==> src/rtl/mm_seq_pkg.sv <==
package mm_seq_pkg;

  typedef enum logic [2:0] {
    S_FETCH  = 3'd0,
    S_DECODE = 3'd1,
    S_RD1    = 3'd2,
    S_RD2    = 3'd3,
    S_EXEC   = 3'd4,
    S_WB     = 3'd5,
    S_HALT   = 3'd6
  } seq_state_t;

  localparam logic [5:0] OP_ADD  = 6'd0;
  localparam logic [5:0] OP_SUB  = 6'd1;
  localparam logic [5:0] OP_MOV  = 6'd2;

  localparam logic [3:0] CC_ALWAYS = 4'd0;
  localparam logic [3:0] CC_ZERO   = 4'd1;
  localparam logic [3:0] CC_NZERO  = 4'd2;

  // address field positions inside the operand block (fetch words 1..5)
  localparam int FLD_DST = 0;
  localparam int FLD_SRC1 = 1;
  localparam int FLD_SRC2 = 2;
  localparam int FLD_TRUE = 3;
  localparam int FLD_FALSE = 4;
  localparam int NUM_FLD = 5;

  function automatic logic op_runs(input logic [5:0] op);
    return (op == OP_ADD) || (op == OP_SUB) || (op == OP_MOV);
  endfunction

  function automatic logic cond_hit(input logic [3:0] cc, input logic is_zero);
    case (cc)
      CC_ZERO:  return is_zero;
      CC_NZERO: return !is_zero;
      default:  return 1'b1;
    endcase
  endfunction

endpackage

==> src/rtl/mm_instr_reg.sv <==
module mm_instr_reg #(
  parameter int DW = 16,
  parameter int NF = 5
) (
  input  logic               clk,
  input  logic               rst,
  input  logic               load,
  input  logic [2:0]         idx,
  input  logic [DW-1:0]      word,
  output logic [5:0]         op,
  output logic [3:0]         cond,
  output logic [NF-1:0][DW-1:0] fields
);
  logic unused_hi;
  assign unused_hi = ^word[DW-1:10];

  always_ff @(posedge clk) begin
    if (rst) begin
      op   <= '0;
      cond <= '0;
    end else if (load && idx == 3'd0) begin
      op   <= word[5:0];
      cond <= word[9:6];
    end
  end

  for (genvar g = 0; g < NF; g++) begin : g_fld
    logic [DW-1:0] fld_q;
    always_ff @(posedge clk) begin
      if (rst) fld_q <= '0;
      else if (load && idx == 3'(g + 1)) fld_q <= word;
    end
    assign fields[g] = fld_q;
  end
endmodule

==> src/rtl/mm_alu.sv <==
module mm_alu #(
  parameter int DW = 16
) (
  input  logic [5:0]    op,
  input  logic [DW-1:0] a,
  input  logic [DW-1:0] b,
  output logic [DW-1:0] y,
  output logic          zero
);
  import mm_seq_pkg::*;

  function automatic logic [DW-1:0] f_alu(input logic [5:0] o,
                                          input logic [DW-1:0] x,
                                          input logic [DW-1:0] z);
    case (o)
      OP_SUB:  return x - z;
      OP_MOV:  return x;
      default: return x + z;
    endcase
  endfunction

  assign y    = f_alu(op, a, b);
  assign zero = (y == '0);
endmodule

==> src/rtl/mm_next_sel.sv <==
module mm_next_sel #(
  parameter int AW = 16
) (
  input  logic [3:0]    cond,
  input  logic          res_zero,
  input  logic [AW-1:0] tgt_true,
  input  logic [AW-1:0] tgt_false,
  output logic          take_true,
  output logic [AW-1:0] next_addr
);
  import mm_seq_pkg::*;
  assign take_true = cond_hit(cond, res_zero);
  assign next_addr = take_true ? tgt_true : tgt_false;
endmodule

==> src/rtl/mm_mem_seq.sv <==
module mm_mem_seq #(
  parameter int DW = 16
) (
  input  logic          clk,
  input  logic          rst,
  output logic [DW-1:0] mem_addr,
  output logic          mem_rd,
  output logic          mem_wr,
  output logic [DW-1:0] mem_wdata,
  input  logic [DW-1:0] mem_rdata,
  output logic          halted
);
  import mm_seq_pkg::*;

  localparam int AW = DW;
  localparam int NWORDS = NUM_FLD + 1;
  localparam logic [2:0] LAST_W = 3'(NWORDS - 1);

  seq_state_t state;
  logic          ph;
  logic [2:0]    widx;
  logic [AW-1:0] pc;
  logic [DW-1:0] opa, opb, res;
  logic          res_zero;

  logic [5:0]    ir_op;
  logic [3:0]    ir_cond;
  logic [NUM_FLD-1:0][AW-1:0] ir_fld;
  logic [DW-1:0] alu_y;
  logic          alu_zero;
  logic          take_true;
  logic [AW-1:0] nxt;

  // named internal events
  logic word_cap, src1_cap, src2_cap, wb_fire;
  assign word_cap = (state == S_FETCH) && ph;
  assign src1_cap = (state == S_RD1) && ph;
  assign src2_cap = (state == S_RD2) && ph;
  assign wb_fire  = (state == S_WB);

  mm_instr_reg #(.DW(DW), .NF(NUM_FLD)) u_ir (
    .clk(clk), .rst(rst), .load(word_cap), .idx(widx), .word(mem_rdata),
    .op(ir_op), .cond(ir_cond), .fields(ir_fld)
  );

  mm_alu #(.DW(DW)) u_alu (
    .op(ir_op), .a(opa), .b(opb), .y(alu_y), .zero(alu_zero)
  );

  mm_next_sel #(.AW(AW)) u_nsel (
    .cond(ir_cond), .res_zero(res_zero),
    .tgt_true(ir_fld[FLD_TRUE]), .tgt_false(ir_fld[FLD_FALSE]),
    .take_true(take_true), .next_addr(nxt)
  );

  always_comb begin
    mem_addr  = '0;
    mem_rd    = 1'b0;
    mem_wr    = 1'b0;
    mem_wdata = res;
    case (state)
      S_FETCH: begin mem_addr = pc + AW'(widx);     mem_rd = !ph; end
      S_RD1:   begin mem_addr = ir_fld[FLD_SRC1];   mem_rd = !ph; end
      S_RD2:   begin mem_addr = ir_fld[FLD_SRC2];   mem_rd = !ph; end
      S_WB:    begin mem_addr = ir_fld[FLD_DST];    mem_wr = 1'b1; end
      default: ;
    endcase
  end

  assign halted = (state == S_HALT);

  always_ff @(posedge clk) begin
    if (rst) begin
      state    <= S_FETCH;
      ph       <= 1'b0;
      widx     <= '0;
      pc       <= '0;
      opa      <= '0;
      opb      <= '0;
      res      <= '0;
      res_zero <= 1'b0;
    end else begin
      case (state)
        S_FETCH: begin
          ph <= !ph;
          if (ph) begin
            if (widx == LAST_W) begin
              widx  <= '0;
              state <= S_DECODE;
            end else begin
              widx <= widx + 3'd1;
            end
          end
        end
        S_DECODE: state <= op_runs(ir_op) ? S_RD1 : S_HALT;
        S_RD1: begin
          ph <= !ph;
          if (ph) begin
            opa   <= mem_rdata;
            state <= (ir_op == OP_MOV) ? S_EXEC : S_RD2;
          end
        end
        S_RD2: begin
          ph <= !ph;
          if (ph) begin
            opb   <= mem_rdata;
            state <= S_EXEC;
          end
        end
        S_EXEC: begin
          res      <= alu_y;
          res_zero <= alu_zero;
          state    <= S_WB;
        end
        S_WB: begin
          pc    <= nxt;
          state <= S_FETCH;
        end
        default: state <= S_HALT;
      endcase
    end
  end

  // ---------------- assertions ----------------
  assert_one_strobe_R3: assert property (@(posedge clk) disable iff (rst)
    !(mem_rd && mem_wr));

  assert_halt_quiet_R10: assert property (@(posedge clk) disable iff (rst)
    halted |-> (!mem_rd && !mem_wr));

  assert_halt_sticky_R10: assert property (@(posedge clk) disable iff (rst)
    halted |=> halted);

  assert_write_after_exec_R11: assert property (@(posedge clk) disable iff (rst)
    mem_wr |-> $past(state == S_EXEC));

  assert_next_fetch_R8: assert property (@(posedge clk) disable iff (rst)
    wb_fire |=> (mem_rd && mem_addr == $past(nxt)));

  assert_fetch_seq_R2: assert property (@(posedge clk) disable iff (rst)
    (state == S_FETCH && !ph && widx != 3'd0) |->
      (mem_addr == AW'($past(mem_addr, 2) + AW'(1))));

  assert_mov_skip_R6: assert property (@(posedge clk) disable iff (rst)
    src1_cap |=> !(ir_op == OP_MOV && mem_rd));

  assert_src2_only_rd_R3: assert property (@(posedge clk) disable iff (rst)
    src2_cap |-> $past(mem_rd));
endmodule

==> config.mk <==
export PLATFORM = sky130hd
export DESIGN_NAME = mm_mem_seq
export DESIGN_NICKNAME = d
export VERILOG_FILES = /design/src/rtl/mm_seq_pkg.sv /design/src/rtl/mm_instr_reg.sv /design/src/rtl/mm_alu.sv /design/src/rtl/mm_next_sel.sv /design/src/rtl/mm_mem_seq.sv
export SDC_FILE = /design/constraint.sdc
export NUM_CORES = 1
export LEC_CHECK = 0
export BUFFER_PORTS_ARGS = -buffer_cell sky130_fd_sc_hd__buf_4
export CELL_PAD_IN_SITES_DETAIL_PLACEMENT = 0
export CELL_PAD_IN_SITES_GLOBAL_PLACEMENT = 2
export CORE_MARGIN = 4
export CORE_UTILIZATION = 37
export CTS_BUF_LIST = sky130_fd_sc_hd__clkbuf_4 sky130_fd_sc_hd__clkbuf_8
export DETAILED_ROUTE_END_ITERATION = 16
export PLACE_DENSITY_LB_ADDON = 0.1
export SLEW_MARGIN = 20
export SYNTH_ARGS = -nofsm -noshare
export SYNTH_HDL_FRONTEND = slang
export SYNTH_SLANG_ARGS = --single-unit
==> constraint.sdc <==
create_clock -name clk -period 4.65 [get_ports clk]
set_input_delay 0.6975 -clock clk [delete_from_list [all_inputs] [get_ports clk]]
set_output_delay 0.6975 -clock clk [all_outputs]
set_load 0.02 [all_outputs]
* Yosys cells after proc, flatten, opt, wreduce, memory -nomap -nowiden
Index checks and enable logic that the tools add are counted.
** Cells by class
- Add/sub/neg operators :: 4
- Eq/ne operators :: 19
- Muxes and demuxes :: 14
- Reductions and logical operators :: 20
** Operator list (count)
- one-hot mux 16 bit (4 select lines) :: 1
- one-hot mux 16 bit (2 select lines) :: 1
- two-way mux 3 bit :: 7
- one-hot mux 3 bit (6 select lines) :: 1
- adder 16 bit :: 1
- adder 16 x 3 -> 16 bit :: 1
- zero test 16 bit :: 1
- two-way mux 16 bit :: 1
- subtractor 16 bit :: 1
- equality test 3 bit (second input constant) :: 5
- equality test 3 x 2 -> 1 bit (second input constant) :: 4
- logical AND 1 bit :: 7
- equality test 3 x 1 -> 1 bit (second input constant) :: 2
- equality test 6 x 1 -> 1 bit (second input constant) :: 1
- equality test 6 x 2 -> 1 bit (second input constant) :: 1
- zero test 3 bit :: 2
- zero test 6 bit :: 1
- != test 2 bit (second input constant) :: 3
- AND reduction 2 bit :: 3
- equality test 4 x 1 -> 1 bit (second input constant) :: 1
- equality test 4 x 2 -> 1 bit (second input constant) :: 1
- AND reduction 4 bit :: 1
- adder 3 x 1 -> 3 bit (second input constant) :: 1
- OR reduction 3 bit :: 1
- 5 further kinds :: 8
** Storage, ports and cells
- Register bits after elaboration :: 162
- Input bits :: 18
- Output and inout bits :: 35
- Logic and storage cells :: 72

* Depth between registers and ports, before layout
- Word-level depth :: 5
- Depth in mapped cells :: 15
- Mapped depth without buffers :: 14

* Modules after synthesis
A second synthesis with hierarchy kept.
** Second synthesis, totals
- Cell total of the unflattened synthesis :: 1026
- Area, all modules :: 8921.1 um^2
** Modules (own cells, without submodules)
- mm_instr_reg :: instances 1, cells each 316, area each 3559.7 um^2, seq. area each 1801.7 um^2
- mm_mem_seq :: instances 1, cells each 456, area each 3458.3 um^2, seq. area each 1441.4 um^2
- mm_alu :: instances 1, cells each 185, area each 1266.2 um^2, seq. area each 0.0 um^2
- mm_next_sel :: instances 1, cells each 69, area each 636.9 um^2, seq. area each 0.0 um^2

* Worst setup path after synthesis
OpenSTA, ideal clock, no wires.
- Path type :: flip-flop to flip-flop
- Start :: reg u_ir.op[5]
- End :: reg res[14] (netlist: mem_wdata[14])
- Setup time :: 0.086 ns
- Arrival :: 3.615 ns
- Required time :: 4.564 ns
- Path slack :: 0.949 ns
- Stages on the path, launching flop included :: 14
- Buffers on the path :: 1
- Period minus slack after synthesis :: 3.701 ns
- Path through :: dfxtp_1 -> or4_4 -> nor3b_2 -> clkbuf_1 -> nor2_1 -> xnor2_1 -> ha_1 -> nor2b_1 -> o2111ai_1 -> a21oi_1 -> o41ai_1 -> o21bai_1 -> o311a_2 -> a211oi_1
** Between the ends
- Longest elaborated chain between the ends :: 2
- Elaborated cells on any way between the ends :: 3
- Classes of those cells :: 2 x eq/ne; 1 x mux
** Ends and longest elaborated chain
- from (decl) :: line mm_instr_reg.sv:10 : output logic [5:0] op,
- from (signal assigned) :: line mm_instr_reg.sv:22 : op <= word[5:0];
- equality test 6 x 2 -> 1 bit / equality test 6 x 1 -> 1 bit (equally long branches) :: line mm_alu.sv:15 : case (o)
- one-hot mux 16 bit (2 select lines) (*) :: line mm_alu.sv:15
- to (signal assigned) :: line mm_mem_seq.sv:111 : res <= alu_y;
- to (decl) :: line mm_mem_seq.sv:23 : logic [DW-1:0] opa, opb, res;
Mark *: on every way between the ends. The rest lies on a longest branch, timed or not.
A chain may end at the register's enable or synchronous reset.

* Worst setup path in the final report
- Start :: reg u_ir.op[5]
- End :: reg res_zero
** Between the ends
- Longest elaborated chain between the ends :: 3
- Elaborated cells on any way between the ends :: 4
- Classes of those cells :: 2 x eq/ne; 1 x mux; 1 x reduce/logical
** Ends and longest elaborated chain
- equality test 6 x 2 -> 1 bit / equality test 6 x 1 -> 1 bit (equally long branches) :: line mm_alu.sv:15
- one-hot mux 16 bit (2 select lines) (*) :: line mm_alu.sv:15
- zero test 16 bit (*) :: line mm_alu.sv:23 : assign zero = (y == '0);
- to (signal assigned) :: line mm_mem_seq.sv:112 : res_zero <= alu_zero;
- to (decl) :: line mm_mem_seq.sv:24 : logic res_zero;
Marks and branches as above.

==> results.json <==
{
  "hold_class": "register to register",
  "final_common_cell": "nand2_1",
  "synthXorXnorAreaFrac_pct": 3.810,
  "drive_above_1_share_pct": 11.69,
  "ys_ff_latch": 162,
  "tightestPinTransition_ns": 1.021,
  "layout_common_cells": "nand2_1, dfxtp_1, a21oi_1, nor2_1, buf_4",
  "drc": 0,
  "status": "complete, no violations",
  "max_stage_delay_ns": 0.56,
  "synth_cell_types": 70,
  "postLayoutCellArea_um2": 8960,
  "grt_pass1_vias": 6495,
  "place.gp.congestion": 0.8028,
  "start_util_pct": 37.88,
  "avgRoutedWirePerCell_um": 19.17,
  "netlist_instances": 1026,
  "fillers": 2239,
  "crit_path_max_fanout": 15,
  "drt_iter0_markers": 469,
  "finalHoldViolCount": 0,
  "placed_area_um2": 8504,
  "avgSynthCellArea_um2": 7.811,
  "required_ns": 5.05,
  "use_met1_pct": 32.68,
  "fin_ws_ns": 0.7012,
  "maxSlewHeadroom_pct": 31.74,
  "ys.flop_type": "dfxtp_1",
  "nNetsFinal": 1071,
  "rsz0062_at_grt": "no",
  "cts_buffer_depth": 2,
  "setup_violations": 0,
  "cts_inserted_buffers": 17,
  "area_growth_pct": 11.80,
  "finish.utilization_pct": 42.36,
  "cts_tree": "done",
  "yosysWarnings": 0,
  "fin_crit_ns": 3.949,
  "synth_fa_ha_area_share_pct": 3.622,
  "critPathTopFamily": "simple AND/OR/NAND/NOR gates",
  "crit_type": "register to register",
  "final_cell_count_no_fill": 1319,
  "hold_buffers": 0,
  "antenna_cells": 0,
  "dieWidth_um": 155.2,
  "ir_drop_v": 0.0001783,
  "rows": 53,
  "crit_arrival_ns": 4.35,
  "boundaryPins": 53,
  "start_kind": "register",
  "insertion_delay_ns": 0.46,
  "met3_usage_pct": 3.171,
  "overflow": 0,
  "cts-resized-gates": 0,
  "die_h_um": 155.2,
  "grt_max_degree": 89,
  "grt_usage_pct": 21.16,
  "dr.pass1.iters": 5,
  "synth_compound_area_share_pct": 20.14,
  "total_power_mw": 2.775,
  "port_buffers": 52,
  "clk_pin_slew_ns": 0.09,
  "postRouteAntennaNets": 0,
  "min_period_over_period_pct": 84.92,
  "synthSimpleGateAreaFrac_pct": 22.83,
  "fmax_ghz": 0.2532,
  "coreArea_um2": 21150,
  "crit_top_cell": "a31oi_1",
  "crit_chain": "or4_4 -> nor3b_2 -> buf_4 -> mux2_2 -> inv_1 -> ha_1 -> nor2b_1 -> o2111ai_1 -> a31oi_1 -> or4_1 -> a31oi_1 -> nand2_1 -> and4b_1 -> nand4_1 -> o21ai_1",
  "maxSlewViolCount": 0,
  "htreeDepth": 4,
  "via_per_inst": 5.349,
  "whs_ns": 0.4561,
  "synth_edf_count": 0,
  "gr-max-usage-layer": "met1",
  "synth_area_um2": 8014,
  "pre_cts_ws_ns": 0.7400,
  "place_hpwl_um": 16980,
  "cts_post_setup_buffers_inserted": 0,
  "yosysSeqAreaShare_pct": 40.47,
  "antenna_found_initial": 0,
  "synthArstFlopShare_pct": 0,
  "powerDensity_nw_per_um2": 309.7,
  "synth_top_family_by_area": "simple AND/OR/NAND/NOR gates",
  "met2_usage_pct": 31.21,
  "skew_ns": 0.01145,
  "cts.root.buffer_cell": "clkbuf_8",
  "leakagePower_nw": 3.187,
  "muxShareOfSynthArea_pct": 4.184,
  "end_kind": "register",
  "drt_wl_total_um": 25290,
  "tns_ns": 0,
  "crit_buf_inv": 2,
  "grt_pass1_wl_um": 39450,
  "cp_slowest_cell": "or4_4",
  "dpl.cell_count": 1287,
  "num_vias": 7055,
  "cts.sinks": 162,
  "die-area_um2": 24080,
  "maxCapViolCount": 0,
  "synth.net_count": 1066
}
[synthesized netlist by cell type, types with 3 or more instances]
cell | number | area, um^2
a21o_1 | 6 | 45.04
nor2_1 | 67 | 251.5
a22oi_1 | 18 | 135.1
nand3_1 | 15 | 75.07
ha_1 | 20 | 250.2
clkbuf_1 | 56 | 210.2
dfxtp_1 | 162 | 3243
o2111ai_1 | 4 | 35.03
o21a_1 | 3 | 22.52
xor2_1 | 8 | 70.07
and3_1 | 9 | 56.30
mux2i_1 | 29 | 290.3
nor3_1 | 16 | 80.08
and2_1 | 3 | 18.77
buf_6 | 3 | 33.78
xnor2_1 | 25 | 219.0
a211oi_1 | 27 | 202.7
a31oi_1 | 8 | 50.05
nand3b_1 | 4 | 30.03
clkbuf_2 | 10 | 50.05
o31ai_1 | 4 | 30.03
o221ai_1 | 13 | 113.9
nor2b_1 | 6 | 37.54
nand4_1 | 5 | 31.28
or2_2 | 3 | 18.77
o211ai_1 | 4 | 30.03
nand2_1 | 275 | 1032
o21ai_0 | 16 | 80.08
or4_1 | 3 | 22.52
inv_1 | 12 | 45.04
nor4_1 | 3 | 18.77
a21oi_1 | 138 | 690.7
mux2_2 | 4 | 45.04
or3_1 | 5 | 31.28
[final timing paths]
| kind | start | endpoint | slack, ns | cells past startpoint |
|---|---|---|---|---|
| worst max register to register | u_ir.op[5]$_SDFFE_PP0P_ | res_zero$_SDFFE_PP0P_ | 0.70 | 15 |
| worst min-delay path | mem_wdata[0]$_SDFFE_PP0P_ | mem_wdata[0]$_SDFFE_PP0P_ | 0.46 | 2 |
| worst min register to register | mem_wdata[0]$_SDFFE_PP0P_ | mem_wdata[0]$_SDFFE_PP0P_ | 0.46 | 2 |
| worst max-delay path | u_ir.op[5]$_SDFFE_PP0P_ | res_zero$_SDFFE_PP0P_ | 0.70 | 15 |
[power by group]
group	leakage [nW]	switching (mW)	total [mW]	internal (mW)
logic	1.65	0.110	0.161	0.0508
registers	1.31	0.0140	1.42	1.40
clock network	0.231	0.588	1.20	0.611
[worst reg2reg max path, stage by stage, from the launching register on]
cell and delay (ns):
dfxtp_1 0.33, or4_4 0.56, nor3b_2 0.18, buf_4 0.22, mux2_2 0.39, inv_1 0.07
ha_1 0.21, nor2b_1 0.14, o2111ai_1 0.29, a31oi_1 0.22, or4_1 0.49, a31oi_1 0.22
nand2_1 0.07, and4b_1 0.26, nand4_1 0.10, o21ai_1 0.13
[area by class of cell]
cell class	instances	area [um^2]	share of cell area, %
Multi-Input combinational cell	776	4412	49.24
Clock buffer	18	241.5	2.695
Clock inverter	14	212.7	2.374
Timing Repair Buffer	61	457.9	5.111
Sequential cell	162	3243	36.20
Tap cell	275	344.1	3.840
Inverter	13	48.80	0.5446
[sequential cells by signal, summed over array words and instances (netlist names)]
signal and flops:
ph 1, mem_wdata 16, opa 16, u_ir.op 6, widx 3, state 3, pc 16, res_zero 1
u_ir.cond 4, opb 16, u_ir.g_fld.fld_q 80
[per-layer routing]
metal / up-vias / part of all wire (%) / wire length [um]
met4: 0 / 0.90 / 228
met2: 133 / 43 / 10860
met5: - / 0 / 0
met3: 17 / 3.9 / 989
met1: 3337 / 52 / 13220
li1: 3568 / - / -
[logic make-up after synthesis]
family | count (synthesis)
AOI/OAI and AO/OA | 260
xor gates and xnor gates | 34
adders and majority gates | 22
buffers and inverters | 88
DFF | 162
muxes | 33
and+or+nand+nor | 427
No activity file was read; power rests on OpenSTA's default activity.
